==> config.mk <==
export PLATFORM = sky130hd
export DESIGN_NAME = mbs_top
export DESIGN_NICKNAME = d
export VERILOG_FILES = /design/src/rtl/mbs_pkg.sv /design/src/rtl/mbs_master.sv /design/src/rtl/mbs_memory.sv /design/src/rtl/mbs_bus_join.sv /design/src/rtl/mbs_top.sv
export SDC_FILE = /design/constraint.sdc
export NUM_CORES = 2
export LEC_CHECK = 0
export BUFFER_PORTS_ARGS = -buffer_cell sky130_fd_sc_hd__buf_2
export CORE_UTILIZATION = 25
export CTS_BUF_LIST = sky130_fd_sc_hd__clkbuf_16
export CTS_CLUSTER_DIAMETER = 30
export DETAILED_ROUTE_END_ITERATION = 10
export HOLD_SLACK_MARGIN = 0.08
export PLACE_DENSITY = 0.41
export SYNTH_ARGS = -nofsm -noshare
export SYNTH_HDL_FRONTEND = slang
export SYNTH_SLANG_ARGS = --single-unit
==> constraint.sdc <==
create_clock -name clk -period 14.81 [get_ports clk]
set_input_delay 0.7405 -clock clk [delete_from_list [all_inputs] [get_ports clk]]
set_output_delay 0.7405 -clock clk [all_outputs]
set_load 0.03 [all_outputs]
==> src/rtl/mbs_pkg.sv <==
// Shared types for the shared-bus sequencer.
// Assumes: nothing beyond IEEE 1800-2017.
package mbs_pkg;

    // Sequencer phases; one transaction walks IDLE->ADDR->(RD_WAIT|WR_DATA)->DONE.
    typedef enum logic [2:0] {
        SQ_IDLE    = 3'd0,
        SQ_ADDR    = 3'd1,
        SQ_RD_WAIT = 3'd2,
        SQ_WR_DATA = 3'd3,
        SQ_DONE    = 3'd4
    } seq_state_t;

endpackage

==> src/rtl/mbs_master.sv <==
// Bus master sequencer: takes one load/store request in idle and drives the
// address phase, then either waits for and captures the returned word or
// drives the store word until the memory signals ready, then pulses ack.
// Assumes: the requester holds req and its fields until ack; DATA_W >= ADDR_W.
module mbs_master
    import mbs_pkg::*;
#(
    parameter int ADDR_W = 8,
    parameter int DATA_W = 16
) (
    input  logic              clk,
    input  logic              rst_n,
    input  logic              req,
    input  logic              req_we,
    input  logic [ADDR_W-1:0] req_addr,
    input  logic [DATA_W-1:0] req_wdata,
    output logic              ack,
    output logic [DATA_W-1:0] rdata,
    output logic              m_oe,
    output logic [DATA_W-1:0] m_bus,
    output logic              m_cmd,
    output logic              m_we,
    input  logic [DATA_W-1:0] bus_in,
    input  logic              s_ready
);

    seq_state_t        state, state_nx;
    logic              we_q;
    logic [ADDR_W-1:0] addr_q;
    logic [DATA_W-1:0] wdata_q;
    logic [DATA_W-1:0] rdata_q;

    // Next-phase selection.
    always_comb begin
        state_nx = state;
        unique case (state)
            SQ_IDLE:    if (req) state_nx = SQ_ADDR;
            SQ_ADDR:    state_nx = we_q ? SQ_WR_DATA : SQ_RD_WAIT;
            SQ_RD_WAIT: if (s_ready) state_nx = SQ_DONE;
            SQ_WR_DATA: if (s_ready) state_nx = SQ_DONE;
            SQ_DONE:    state_nx = SQ_IDLE;
            default:    state_nx = SQ_IDLE;
        endcase
    end

    // Phase register.
    always_ff @(posedge clk) begin
        if (!rst_n) state <= SQ_IDLE;
        else        state <= state_nx;
    end

    // Latch the request fields at acceptance; they are ignored afterwards.
    always_ff @(posedge clk) begin
        if (!rst_n) begin
            we_q    <= 1'b0;
            addr_q  <= '0;
            wdata_q <= '0;
        end else if (state == SQ_IDLE && req) begin
            we_q    <= req_we;
            addr_q  <= req_addr;
            wdata_q <= req_wdata;
        end
    end

    // Capture the returned word on the memory's ready pulse of a read.
    always_ff @(posedge clk) begin
        if (!rst_n)                              rdata_q <= '0;
        else if (state == SQ_RD_WAIT && s_ready) rdata_q <= bus_in;
    end

    // Bus drive and requester outputs, decoded from the phase.
    always_comb begin
        m_oe  = (state == SQ_ADDR) || (state == SQ_WR_DATA);
        m_cmd = (state == SQ_ADDR);
        m_we  = (state == SQ_ADDR) && we_q;
        if (state == SQ_ADDR)         m_bus = DATA_W'(addr_q);
        else if (state == SQ_WR_DATA) m_bus = wdata_q;
        else                          m_bus = '0;
    end

    assign ack   = (state == SQ_DONE);
    assign rdata = rdata_q;

    // completion is a single-cycle pulse.
    p_ack_pulse_r7: assert property (@(posedge clk) disable iff (!rst_n)
        ack |=> !ack);

    // the returned word moves only together with ack.
    p_rdata_moves_with_ack_r7: assert property (@(posedge clk) disable iff (!rst_n)
        !$stable(rdata) |-> ack);

    // the address strobe lasts one cycle.
    p_cmd_single_r2: assert property (@(posedge clk) disable iff (!rst_n)
        m_cmd |=> !m_cmd);

    // a write address phase is followed by a data phase driven by the master.
    p_wdata_after_addr_r4: assert property (@(posedge clk) disable iff (!rst_n)
        (m_cmd && m_we) |=> (m_oe && !m_cmd));

endmodule

==> src/rtl/mbs_memory.sv <==
// Memory slave model: latches the address in the command phase, waits
// LATENCY cycles from that phase, then raises ready for one cycle, driving
// the stored word on a read or storing the bus word on a write.
// Assumes: no new command while a transaction is open; LATENCY >= 1.
module mbs_memory #(
    parameter int ADDR_W  = 8,
    parameter int DATA_W  = 16,
    parameter int LATENCY = 2
) (
    input  logic              clk,
    input  logic              rst_n,
    input  logic              cmd,
    input  logic              we,
    input  logic [DATA_W-1:0] bus_in,
    output logic              s_oe,
    output logic [DATA_W-1:0] s_bus,
    output logic              s_ready
);

    localparam int DEPTH = 1 << ADDR_W;
    localparam int CNT_W = (LATENCY > 1) ? $clog2(LATENCY) : 1;

    logic [DATA_W-1:0] mem [DEPTH];
    logic              busy;
    logic              we_q;
    logic [ADDR_W-1:0] addr_q;
    logic [CNT_W-1:0]  cnt;

    // Transaction tracking and response delay count.
    always_ff @(posedge clk) begin
        if (!rst_n) begin
            busy   <= 1'b0;
            we_q   <= 1'b0;
            addr_q <= '0;
            cnt    <= '0;
        end else if (!busy) begin
            if (cmd) begin
                busy   <= 1'b1;
                we_q   <= we;
                addr_q <= bus_in[ADDR_W-1:0];
                cnt    <= CNT_W'(LATENCY - 1);
            end
        end else if (cnt == '0) begin
            busy <= 1'b0;
        end else begin
            cnt <= cnt - 1'b1;
        end
    end

    // Storage array; written with the bus word on a write's ready cycle.
    always_ff @(posedge clk) begin
        if (s_ready && we_q) mem[addr_q] <= bus_in;
    end

    assign s_ready = busy && (cnt == '0);
    assign s_oe    = s_ready && !we_q;
    assign s_bus   = s_oe ? mem[addr_q] : '0;

    // the ready pulse lasts one cycle.
    p_ready_pulse_r6: assert property (@(posedge clk) disable iff (!rst_n)
        s_ready |=> !s_ready);

    // the master never opens a transaction while the memory is busy.
    p_no_cmd_when_busy_r9: assert property (@(posedge clk) disable iff (!rst_n)
        cmd |-> !busy);

endmodule

==> src/rtl/mbs_bus_join.sv <==
// Shared-line model: OR-combines the gated drives of master and memory so
// that a double drive corrupts the lines, as on a real shared bus.
// Assumes: each side forces its drive value to 0 when not enabled.
module mbs_bus_join #(
    parameter int DATA_W = 16
) (
    input  logic              clk,
    input  logic              rst_n,
    input  logic              m_oe,
    input  logic [DATA_W-1:0] m_bus,
    input  logic              s_oe,
    input  logic [DATA_W-1:0] s_bus,
    output logic [DATA_W-1:0] bus
);

    // Resolve the line value from both drivers.
    always_comb begin
        bus = (m_oe ? m_bus : '0) | (s_oe ? s_bus : '0);
    end

    // only one side drives in any cycle.
    p_single_driver_r8: assert property (@(posedge clk) disable iff (!rst_n)
        !(m_oe && s_oe));

endmodule

==> src/rtl/mbs_top.sv <==
// Top level: sequencer, shared lines and memory model, with the lines
// brought out for observation.
// Assumes: DATA_W >= ADDR_W so an address fits on the data lines.
module mbs_top #(
    parameter int ADDR_W  = 8,
    parameter int DATA_W  = 16,
    parameter int LATENCY = 2
) (
    input  logic              clk,
    input  logic              rst_n,
    input  logic              req,
    input  logic              req_we,
    input  logic [ADDR_W-1:0] req_addr,
    input  logic [DATA_W-1:0] req_wdata,
    output logic              ack,
    output logic [DATA_W-1:0] rdata,
    output logic [DATA_W-1:0] bus_data,
    output logic              bus_cmd,
    output logic              bus_we,
    output logic              bus_ready,
    output logic              bus_m_drive,
    output logic              bus_s_drive
);

    logic [DATA_W-1:0] m_bus, s_bus;

    mbs_master #(.ADDR_W(ADDR_W), .DATA_W(DATA_W)) u_master (
        .clk(clk), .rst_n(rst_n),
        .req(req), .req_we(req_we), .req_addr(req_addr), .req_wdata(req_wdata),
        .ack(ack), .rdata(rdata),
        .m_oe(bus_m_drive), .m_bus(m_bus), .m_cmd(bus_cmd), .m_we(bus_we),
        .bus_in(bus_data), .s_ready(bus_ready)
    );

    mbs_bus_join #(.DATA_W(DATA_W)) u_join (
        .clk(clk), .rst_n(rst_n),
        .m_oe(bus_m_drive), .m_bus(m_bus),
        .s_oe(bus_s_drive), .s_bus(s_bus),
        .bus(bus_data)
    );

    mbs_memory #(.ADDR_W(ADDR_W), .DATA_W(DATA_W), .LATENCY(LATENCY)) u_mem (
        .clk(clk), .rst_n(rst_n),
        .cmd(bus_cmd), .we(bus_we), .bus_in(bus_data),
        .s_oe(bus_s_drive), .s_bus(s_bus), .s_ready(bus_ready)
    );

endmodule

==> summary.md <==
| Metric | Value |
|---|---|
| Router iterations before antenna repair | `11` |
| Critical Path Source Type | `register` |
| Post-synth top area share | `approximately three quarters` |
| Die W | `slightly above 800 µm` |
| Peak supply drop | `0.000117 V` |
| Cell Pwr Density | `approximately 170 nW/µm²` |
| Dpl cell area | `about 170000 µm²` |
| CTS tree | `built` |
| Critical path class | `reg2out` |
| Clock transition at path regs | `about 0.05 ns` |
| Pleak | `~0.065 µW` |
| Area growth from synthesis to layout | `28.5%` |
| Met1 Resource Use GR | `between 20 and 25%` |
| Rows | `roughly 290` |
| Post-route DRC | `24` |
| CTS root buf | `clkbuf_16` |
| Ys flop type | `edfxtp_1` |
| Hold Path Class | `in2reg` |
| CORE AREA | `641000 µm²` |
| Synth unique cells | `slightly below 80` |
| Die Y | `between 800 and 900 µm` |
| Synth Instances | `between 7000 and 8000` |
| Worst Tran Pin Value | `around 1.6 ns` |
| Final Hold Vio Count | `0` |
| Initial core utilization | `between 20% and 30%` |
| CP max FO | `63` |
| Fmax | `0.111 GHz` |
| TritonCTS Buffers | `between 900 and 1000` |
| DRT iter0 DRCs | `8300` |
| Vias in the first global route | `between 80000 and 90000` |
| Setup TNS | `0 ns` |
| Hold Slack | `0.233 ns` |
| Met3 global-route usage | `3.23%` |
| Fraction of registers with async set/reset | `0%` |
| Layout cells sized above 1 | `33.7%` |
| Syn Std Cell Area | `roughly 160000 µm²` |
| First-pass GRT wire length | `745000 µm` |
| Number of port buffers | `65` |
| Final setup fails | `0` |
| MaxCap Viol Count | `3` |
| Clock sinks | `~4200` |
| Vias per cell | `4.67` |
| Largest cells by area after synthesis | `edfxtp_1 76%, mux4_2 12%, mux2i_1 2.9%, dfxtp_1 0.78%, nor2_1 0.73%` |
| WL/cell | `a little over 30 µm` |
| I/O pin cnt | `66` |
| Final Max Slew Viols | `63` |
| Via count | `between 80000 and 90000` |
| Deepest clock path buffer count | `4` |
| Final instance area | `~210000 µm²` |
| Met2 Usage GRT | `27.2%` |
| CP required | `about 14 ns` |
| ANT nets after route | `0` |
| Initial antenna violation count | `31` |
| Gpl congestion | `~0.79` |
| Final net count | `around 8600` |
| Most Used Layer, Global Route | `met2` |
| Final min period | `9.04 ns` |
| GRT overflow | `0` |
| Final Util | `~32%` |
| Pwr Total | `between 30000 and 40000 µW` |
| Violated checks | `DRC, capacitance limit, slew limit` |
| Number of synthesized flops with an enable pin | `between 4000 and 5000` |
| CP arrival | `about 8.3 ns` |
| HPWL after DPL | `approximately 320000 µm` |
| Most frequent cells after synthesis | `4096 x edfxtp_1, 851 x mux4_2, 473 x mux2i_1, 313 x nor2_1, 306 x nand2_1` |
| Most common cell in the netlist | `edfxtp_1` |
| Avg Cell Area, Syn | `between 20 and 25 µm²` |
| Largest net degree at the start of global routing | `around 190` |
| Register area share after synthesis | `a little under 80%` |
| Rel. slew slack | `-6.14%` |
| Final worst path period share | `between 60% and 70%` |
| Synthesized Nets | `about 7600` |
| Register bit total from synthesis | `4159` |
| Die Area | `about 650000 µm²` |
| Status | `finished, violations left` |
| WL final | `between 500000 and 600000 µm` |
| Area leader, netlist | `edfxtp_1` |
| Crit end category | `primary output` |
| Skew final | `about 0.11 ns` |
| Worst skew pair latency | `~1.2 ns` |
| GRT Util Overall | `16.4%` |
| # H-tree levels | `6` |
| Ys Warns | `0` |
| RSZ-0062 raised after global routing | `no` |
==> flip-flops by register name (all words and copies together) (netlist names), named ones only <==
register,flops
u_master.rdata,16
u_mem.mem,4096
u_master.state,3
u_mem.busy,1
u_master.we_q,1
u_mem.addr_q,8
u_mem.we_q,1
u_mem.cnt,1
u_master.wdata_q,16
u_master.addr_q,8
==> path summary, 6_finish.rpt <==
kind                                                     start                                 to  slack (ns)  depth (start not counted)
worst max-delay path                                  register                       bus_data[10]        5.77                         13
worst min-delay path                                     rst_n  u_master.wdata_q[13]$_SDFFE_PN0P_        0.23                          2
worst max register to register                        register        u_mem.mem[31][12]$_DFFE_PP_        6.42                         13
worst min register to register  u_master.rdata[4]$_SDFFE_PN0P_     u_master.rdata[4]$_SDFFE_PN0P_        0.47                          2
==> final cells by class <==
class / count / area (µm²)
diodes: 16 / 40.0
clock buffers: 956 / 23900
clock inverters: 818 / 9080
fillers: 61100 / 434000
inverters: 9 / 37.5
multi-input cells: 2988 / 34900
flip-flops and latches: 4159 / 124000
well taps: 8584 / 10700
repair buffers: 475 / 3670
==> cell families (layout without fill, tap and decap cells) <==
| group | after synthesis | count (layout) | share of synthesized area, % |
|---|---|---|---|
| buf+inv | 455 | 2258 | 1.91 |
| simple gates | 935 | 935 | 2.63 |
| flops | 4159 | 4159 | 77.3 |
| other cells | 0 | 16 | 0 |
| mux | 1385 | 1385 | 15.3 |
| compound gates | 668 | 668 | 2.88 |
==> worst max-delay path: stages (launching register included) <==
cell and delay, ns:
dfxtp_4 0.70, buf_12 0.47, buf_4 0.55, buf_4 0.69, mux4_2 0.36, a22oi_1 0.11
a21oi_1 0.56, buf_4 0.29, nor4_2 0.07, buf_4 0.18, nor3_1 1.18, a32o_4 0.82
buf_4 0.49, buf_2 0.39
==> placed cells by master, fill, tap and decap left out, drive strengths merged, types with 121 or more instances in the layout <==
| cell | count |
|---|---|
| edfxtp | 4096 |
| clkbuf | 956 |
| mux4 | 856 |
| mux2i | 473 |
| buf | 449 |
| clkinv | 402 |
| nor2 | 315 |
| nand2 | 306 |
| bufinv | 153 |
| inv | 151 |
| a22oi | 148 |
| clkinvlp | 121 |
==> routing by layer <==
| metal | wire, µm | share of wire (%) |
|---|---|---|
| met5 | 13 | 0.0024 |
| met4 | 12300 | 2.2 |
| met3 | 33500 | 6.1 |
| met2 | 264000 | 48 |
| met1 | 237000 | 43 |
==> where the power goes <==
group / internal, µW / switching (µW) / leakage, µW
clock: 14300 / 6820 / 0.0162
sequential: 13300 / 17.3 / 0.0383
combinational: 276 / 973 / 0.0105
==> repair_timing <==
item,4_1_cts,5_1_grt
buffers inserted,0,0
hold buffers,26,0
endpoints found under the hold margin,26,0
resized for setup,0,0
==> per-stage QoR <==
stage	instances	setup WS [ns]
2_1_floorplan	7602	0.925
3_3_place_gp	16200	6.81
3_5_place_dp	16200	6.60
4_1_cts	18000	5.64
5_1_grt	18000	5.44
6_report	18000	5.77
(Power assumes the default switching activity.)
